### config.mk
export PLATFORM = sky130hd
export DESIGN_NAME = mono_resp_check
export DESIGN_NICKNAME = d
export VERILOG_FILES = /design/src/rtl/mrc_pkg.sv /design/src/rtl/mrc_sat_counter.sv /design/src/rtl/mrc_ctrl.sv /design/src/rtl/mrc_datapath.sv /design/src/rtl/mono_resp_check.sv
export SDC_FILE = /design/constraint.sdc
export NUM_CORES = 1
export LEC_CHECK = 0
export CORE_ASPECT_RATIO = 1.25
export CORE_MARGIN = 3
export CORE_UTILIZATION = 46
export DETAILED_ROUTE_END_ITERATION = 12
export MAX_ROUTING_LAYER = met4
export PLACE_DENSITY = 0.76
export SLEW_MARGIN = 0
export SYNTH_ARGS = -nofsm -noshare
export SYNTH_HDL_FRONTEND = slang
export SYNTH_SLANG_ARGS = --single-unit
### constraint.sdc
create_clock -name clk -period 1.9 [get_ports clk]
set_clock_uncertainty 0.15 [all_clocks]
set_input_delay 0.475 -clock clk [delete_from_list [all_inputs] [get_ports clk]]
set_output_delay 0.475 -clock clk [all_outputs]
set_load 0.02 [all_outputs]
### src/rtl/mrc_pkg.sv
package mrc_pkg;

  typedef struct packed {
    logic clearAll;
    logic takeWord;
    logic finish;
  } ctrlStrobe_t;

  typedef enum logic [1:0] {
    PAIR_ASC_DESC = 2'd0,
    PAIR_ASC_CHG  = 2'd1,
    PAIR_DESC_CHG = 2'd2,
    PAIR_ALL      = 2'd3
  } pairSel_e;

  typedef enum logic [1:0] {
    ST_IDLE = 2'd0,
    ST_RUN  = 2'd1,
    ST_DONE = 2'd2
  } runState_e;

  localparam int NUM_COUNTERS = 4;
  localparam int IDX_ASC  = 0;
  localparam int IDX_DESC = 1;
  localparam int IDX_CHG  = 2;
  localparam int IDX_FORB = 3;

endpackage

### src/rtl/mrc_sat_counter.sv
module mrc_sat_counter #(
  parameter int WIDTH = 4
) (
  input  logic             clk,
  input  logic             rstN,
  input  logic             clear,
  input  logic             inc,
  output logic [WIDTH-1:0] count
);
  localparam logic [WIDTH-1:0] MAX_VAL = '1;

  always_ff @(posedge clk or negedge rstN) begin
    if (!rstN)
      count <= '0;
    else if (clear)
      count <= '0;
    else if (inc && (count != MAX_VAL))
      count <= count + 1'b1;
  end

  // a full counter does not wrap
  p_sat_hold_r5: assert property (@(posedge clk) disable iff (!rstN)
    (count == MAX_VAL && !clear) |=> (count == MAX_VAL));

  // clear yields zero
  p_clear_zero_r1: assert property (@(posedge clk) disable iff (!rstN)
    clear |=> (count == '0));

endmodule

### src/rtl/mrc_ctrl.sv
module mrc_ctrl
  import mrc_pkg::*;
(
  input  logic        clk,
  input  logic        rstN,
  input  logic        start,
  input  logic        wordValid,
  input  logic        seqEnd,
  output ctrlStrobe_t strobe,
  output logic        doneOut
);
  runState_e state;

  always_comb begin
    strobe = '0;
    if (start) begin
      strobe.clearAll = 1'b1;
    end else if (state == ST_RUN) begin
      strobe.takeWord = wordValid;
      strobe.finish   = seqEnd;
    end
  end

  always_ff @(posedge clk or negedge rstN) begin
    if (!rstN)
      state <= ST_IDLE;
    else if (start)
      state <= ST_RUN;
    else if (strobe.finish)
      state <= ST_DONE;
  end

  assign doneOut = (state == ST_DONE);

  // end marker during a run raises done next cycle
  p_done_follows_end_r6: assert property (@(posedge clk) disable iff (!rstN)
    (state == ST_RUN && seqEnd && !start) |=> doneOut);

  // start always drops done
  p_start_drops_done_r6: assert property (@(posedge clk) disable iff (!rstN)
    start |=> !doneOut);

endmodule

### src/rtl/mrc_datapath.sv
module mrc_datapath
  import mrc_pkg::*;
#(
  parameter int OUT_BITS = 3,
  parameter int CNT_W    = OUT_BITS + 1
) (
  input  logic                       clk,
  input  logic                       rstN,
  input  ctrlStrobe_t                strobe,
  input  logic [OUT_BITS-1:0]        wordIn,
  input  logic [OUT_BITS:0]          expDistinct,
  input  logic [(2**OUT_BITS)-1:0]   forbidMask,
  input  logic [1:0]                 pairSel,
  output logic [CNT_W-1:0]           ascCount,
  output logic [CNT_W-1:0]           descCount,
  output logic [CNT_W-1:0]           chgCount,
  output logic [CNT_W-1:0]           forbidCount,
  output logic                       verdictOk
);
  localparam int Q = 2 ** OUT_BITS;
  localparam logic [CNT_W-1:0] MAX_VAL = '1;

  logic [OUT_BITS-1:0] prevWord;
  logic                havePrev;
  logic [OUT_BITS:0]   expReg;
  logic [Q-1:0]        maskReg;
  pairSel_e            selReg;

  logic stepUp, stepDown, stepChg, forbidHit;
  logic [NUM_COUNTERS-1:0] incVec;
  logic [CNT_W-1:0] cntArr [NUM_COUNTERS];

  // configuration latched at start
  always_ff @(posedge clk or negedge rstN) begin
    if (!rstN) begin
      expReg  <= '0;
      maskReg <= '0;
      selReg  <= PAIR_ASC_DESC;
    end else if (strobe.clearAll) begin
      expReg  <= expDistinct;
      maskReg <= forbidMask;
      selReg  <= pairSel_e'(pairSel);
    end
  end

  // previous-value tracking
  always_ff @(posedge clk or negedge rstN) begin
    if (!rstN) begin
      prevWord <= '0;
      havePrev <= 1'b0;
    end else if (strobe.clearAll) begin
      havePrev <= 1'b0;
    end else if (strobe.takeWord) begin
      prevWord <= wordIn;
      havePrev <= 1'b1;
    end
  end

  always_comb begin
    stepUp    = havePrev && (wordIn > prevWord);
    stepDown  = havePrev && (wordIn < prevWord);
    stepChg   = havePrev && (wordIn != prevWord);
    forbidHit = maskReg[wordIn];
    incVec           = '0;
    incVec[IDX_ASC]  = strobe.takeWord && stepUp;
    incVec[IDX_DESC] = strobe.takeWord && stepDown;
    incVec[IDX_CHG]  = strobe.takeWord && stepChg;
    incVec[IDX_FORB] = strobe.takeWord && forbidHit;
  end

  for (genvar g = 0; g < NUM_COUNTERS; g++) begin : g_cnt
    mrc_sat_counter #(.WIDTH(CNT_W)) u_cnt (
      .clk   (clk),
      .rstN  (rstN),
      .clear (strobe.clearAll),
      .inc   (incVec[g]),
      .count (cntArr[g])
    );
  end

  assign ascCount    = cntArr[IDX_ASC];
  assign descCount   = cntArr[IDX_DESC];
  assign chgCount    = cntArr[IDX_CHG];
  assign forbidCount = cntArr[IDX_FORB];

  // verdict against reference = distinct values - 1
  logic [CNT_W-1:0] refVal;
  logic ascOk, descOk, chgOk, pairOk;

  always_comb begin
    refVal = CNT_W'(expReg) - CNT_W'(1);
    ascOk  = (ascCount == refVal);
    descOk = (descCount == '0);
    chgOk  = (chgCount == refVal);
    case (selReg)
      PAIR_ASC_DESC: pairOk = ascOk && descOk;
      PAIR_ASC_CHG:  pairOk = ascOk && chgOk;
      PAIR_DESC_CHG: pairOk = descOk && chgOk;
      default:       pairOk = ascOk && descOk && chgOk;
    endcase
    verdictOk = pairOk && (forbidCount == '0);
  end

  // changes split into ascents and descents until saturation
  p_chg_is_sum_r9: assert property (@(posedge clk) disable iff (!rstN)
    (ascCount != MAX_VAL && descCount != MAX_VAL && chgCount != MAX_VAL) |->
      ({1'b0, chgCount} == ({1'b0, ascCount} + {1'b0, descCount})));

  // first word of a run produces no step
  p_first_no_step_r3: assert property (@(posedge clk) disable iff (!rstN)
    (strobe.takeWord && !havePrev) |=>
      ($stable(ascCount) && $stable(descCount) && $stable(chgCount)));

endmodule

### src/rtl/mono_resp_check.sv
module mono_resp_check
  import mrc_pkg::*;
#(
  parameter int OUT_BITS = 3
) (
  input  logic                      clk,
  input  logic                      rstN,
  input  logic                      start,
  input  logic                      wordValid,
  input  logic [OUT_BITS-1:0]       wordIn,
  input  logic                      seqEnd,
  input  logic [OUT_BITS:0]         expDistinct,
  input  logic [(2**OUT_BITS)-1:0]  forbidMask,
  input  logic [1:0]                pairSel,
  output logic [OUT_BITS:0]         ascCount,
  output logic [OUT_BITS:0]         descCount,
  output logic [OUT_BITS:0]         chgCount,
  output logic [OUT_BITS:0]         forbidCount,
  output logic                      done,
  output logic                      pass
);
  localparam int CNT_W = OUT_BITS + 1;

  ctrlStrobe_t strobe;
  logic        verdictOk;

  mrc_ctrl u_ctrl (
    .clk       (clk),
    .rstN      (rstN),
    .start     (start),
    .wordValid (wordValid),
    .seqEnd    (seqEnd),
    .strobe    (strobe),
    .doneOut   (done)
  );

  mrc_datapath #(.OUT_BITS(OUT_BITS), .CNT_W(CNT_W)) u_dp (
    .clk         (clk),
    .rstN        (rstN),
    .strobe      (strobe),
    .wordIn      (wordIn),
    .expDistinct (expDistinct),
    .forbidMask  (forbidMask),
    .pairSel     (pairSel),
    .ascCount    (ascCount),
    .descCount   (descCount),
    .chgCount    (chgCount),
    .forbidCount (forbidCount),
    .verdictOk   (verdictOk)
  );

  assign pass = done && verdictOk;

  // no verdict without completion
  p_pass_needs_done_r7: assert property (@(posedge clk) disable iff (!rstN)
    pass |-> done);

  // once done, input words leave counts untouched
  p_frozen_after_done_r8: assert property (@(posedge clk) disable iff (!rstN)
    (done && !start) |=> ($stable(ascCount) && $stable(descCount) &&
                          $stable(chgCount) && $stable(forbidCount) && done));

endmodule

==> flow_metrics.tcl <==
set metrics [dict create \
    synth_area_per_cell_um2 10.7 \
    antennaDiodeCount 0 \
    ys_types 34 \
    routabilityCongestion 0.862 \
    die_h_um 79.8 \
    worst_ep_required_time_ps 1270 \
    dpl-instance-area_mm2 0.00276 \
    period_share_pct 133 \
    grt_pass1_vias 1723 \
    fmax_ghz 0.397 \
    clk_path_buf_depth 2 \
    synth-compound-area-share_pct 8.62 \
    combPwrFrac_pct 24.4 \
    sw_frac_of_total_pct 26.5 \
    cp.arrival_ps 1890 \
    rows 26 \
    start_util_pct 48.5 \
    synth-simple-area-share_pct 13.7 \
    htree_levels 2 \
    clock-root-buffer "clkbuf_8" \
    place_hpwl_mm 3.21 \
    regArea_um2 901 \
    multi_input_area_mm2 0.00120 \
    synthCells 187 \
    synth_ff_type "dfrtp_1" \
    clk_pin_slew_ps 70 \
    routedWlPerCell_um 14.3 \
    cts_buffers 5 \
    status "finished, violations left" \
    p_int_mw 1.46 \
    worst_pin_slew_ps 396 \
    post-route-drc-count 0 \
    violations "negative setup slack" \
    end_kind "primary output" \
    power_leakage_nw 1.44 \
    power_switching_mw 0.529 \
    port_buffers 39 \
    slew_violations 0 \
    area_growth_pct 54.5 \
    n_fill_cell 293 \
    dp.cells 316 \
    synthMuxAreaShare_pct 11.4 \
    fin_nets 308 \
    ir_drop_mv 0.664 \
    cpMaxStageDelayCell "dfrtp_1" \
    worst_slack_ps -619 \
    hold_path.class "register to register" \
    ys_seq_area_share_pct 45.0 \
    vias_per_cell 5.19 \
    synthArstFlopShare_pct 100 \
    synth_nets 222 \
    vias 1713 \
    finalCriticalPeriod_ps 2520 \
    crit_chain "inv_2 -> ha_4 -> xor2_4 -> xnor2_1 -> and4_1 -> a31oi_1 -> o22ai_2 -> buf_6" \
    startpoint_type "register" \
    final_cells 330 \
    synthAdderAreaFrac_pct 8.12 \
    synth.ff_latch_count 36 \
    rsz0062_at_grt "yes" \
    clockPowerShare_pct 32.9 \
    setup_violations 2 \
    max_stage_delay_ps 390 \
    p_seq_share_pct 42.8 \
    synth_top_family_by_area "simple AND/OR/NAND/NOR gates" \
    insertion_delay_ps 290 \
    cts_sinks 36 \
    ys_warn_count 0 \
    maxCapViolations 0 \
    grt-ovfl-total 0 \
    final_util_pct 74.9 \
    maxSlewHeadroom_pct 73.6 \
    critPathMaxFanout 2 \
    powerDensity_mw_per_mm2 644 \
    dieArea_mm2 0.00519 \
    drt-total-wl_mm 4.72 \
    final_layout_size_suffix_gt1_share_pct 35.8 \
    drt_iter0_markers 52 \
    coreArea_mm2 0.00413 \
    fin_hold_ws_ps 355 \
    postCtsHoldBufs 0 \
    fin_area_mm2 0.00309 \
    antenna_found_initial 0 \
    hold_violations 0 \
    ioPinCount 40 \
    tritoncts "done" \
    synthXorXnorAreaFrac_pct 8.31 \
    grt_max_degree 37 \
    grt_pass1_wl_mm 7.82 \
    antenna_left 0 \
    syn_area_mm2 0.00200 \
    grt_usage_pct 20.4 \
    criticalPathCategory "register to primary output" \
    synth_edf_count 0 \
    die_w_um 65.0 \
    drt_pre_antenna_iters 4 \
    power.total_mw 1.99 \
]
==> sequential cells by signal (all words and copies together) (netlist names) <==
register	count
u_dp.havePrev	1
u_dp.prevWord	3
u_dp.g_cnt.u_cnt.count	16
u_ctrl.state	2
u_dp.maskReg	8
u_dp.selReg	2
u_dp.expReg	4
==> worst max-delay path, delay by kind of cell (launching register included) <==
kind | cells | cell delay [ps]
flops | 1 | 390
xor+xnor | 2 | 360
fa+ha+maj | 1 | 170
buf+inv | 2 | 210
simple gates | 1 | 220
compound gates | 2 | 260
==> metrics by stage <==
| stage | setup TNS (ps) | worst slack [ps] |
|---|---|---|
| after global routing | -1160 | -746 |
| final | -633 | -619 |
| after global placement | -9200 | -731 |
| after detailed placement | -9850 | -801 |
| after CTS | -621 | -596 |
| after floorplan | -298 | -248 |
==> layer usage <==
metal	up-vias	routed length, um	GRT usage, %
li1	813	-	-
met1	846	1890	23.2
met2	41	2510	34.2
met3	13	200	5.49
met4	0	121	8.09
met5	-	0	-
==> logic make-up after synthesis <==
logic type                 Yosys count
AOI/OAI and AO/OA                   22
buffers and inverters               22
adders and majority gates           13
muxes                               20
xor gates and xnor gates            19
and+or+nand+nor                     55
DFF                                 36
==> cell usage after synthesis, types with 2 or more instances <==
cell       n  area, um^2
dfrtp_1   36         901
nor2b_1    3        18.8
buf_6      2        22.5
clkbuf_1   3        11.3
nor3_1     3        15.0
o21ai_0    9        45.0
nand3_1    9        45.0
a21o_1     2        15.0
nand2_1   10        37.5
a21oi_1    3        15.0
nand4_1    4        25.0
inv_1     17        63.8
nor2_1    17        63.8
ha_1      13         163
and3_1     3        18.8
xnor2_1   13         114
mux2_2    13         146
mux2i_1    6        60.1
xor2_1     6        52.6
==> final cells by class <==
class | instances | share of cell area [%]
clock buffer | 6 | 2.35
clock inverter | 2 | 1.13
timing repair buffer | 84 | 24.3
sequential | 36 | 29.1
inverter | 17 | 2.06
multi-input combinational | 129 | 38.8
tap | 56 | 2.26
==> cell usage in the layout (no fill, tap or decap), types with 3 or more instances in the layout <==
master / n
clkbuf_8: 5
mux2_2: 13
dlygate4sd2_1: 20
inv_2: 3
ha_4: 3
nand4_1: 4
inv_1: 14
and3_1: 3
clkdlybuf4s50_1: 16
xnor2_2: 3
mux2i_1: 6
xor2_1: 5
nor2_1: 15
buf_12: 3
xnor2_1: 10
buf_4: 37
dfrtp_1: 36
ha_1: 10
o21ai_0: 7
buf_6: 6
nand2_1: 10
nand3_1: 6
==> power by group through the flow <==
stage	registers, mW	logic (mW)	clock network, mW
2_1_floorplan	0.864	0.212	0
4_1_cts	0.850	0.424	0.672
6_report	0.853	0.486	0.656
5_1_grt	0.858	0.527	0.720
3_3_place_gp	0.859	0.371	0
3_5_place_dp	0.863	0.385	0
==> final timing paths <==
path / start / end / slack (ps) / depth (start not counted)
setup reg to reg: u_ctrl.state[1] / u_dp.g_cnt[0].u_cnt.count[1] / -10 / 8
setup / recovery: u_dp.expReg[0] / pass / -620 / 8
hold / removal: u_dp.maskReg[1] / u_dp.maskReg[1] / 360 / 1
hold reg to reg: u_dp.maskReg[1] / u_dp.maskReg[1] / 360 / 1
min in group asynchronous: rstN / u_dp.selReg[0] / 390 / 2
max in group asynchronous: rstN / u_dp.g_cnt[1].u_cnt.count[3] / 1010 / 2
==> timing repair <==
item                                    in CTS  in global routing
resized for setup                           52                 20
endpoints found under the hold margin        0                  0
pin swaps                                   15                 15
buffers inserted                             3                  3
endpoints found under the setup margin      34                 16
Power figures use the tool's default switching activity.
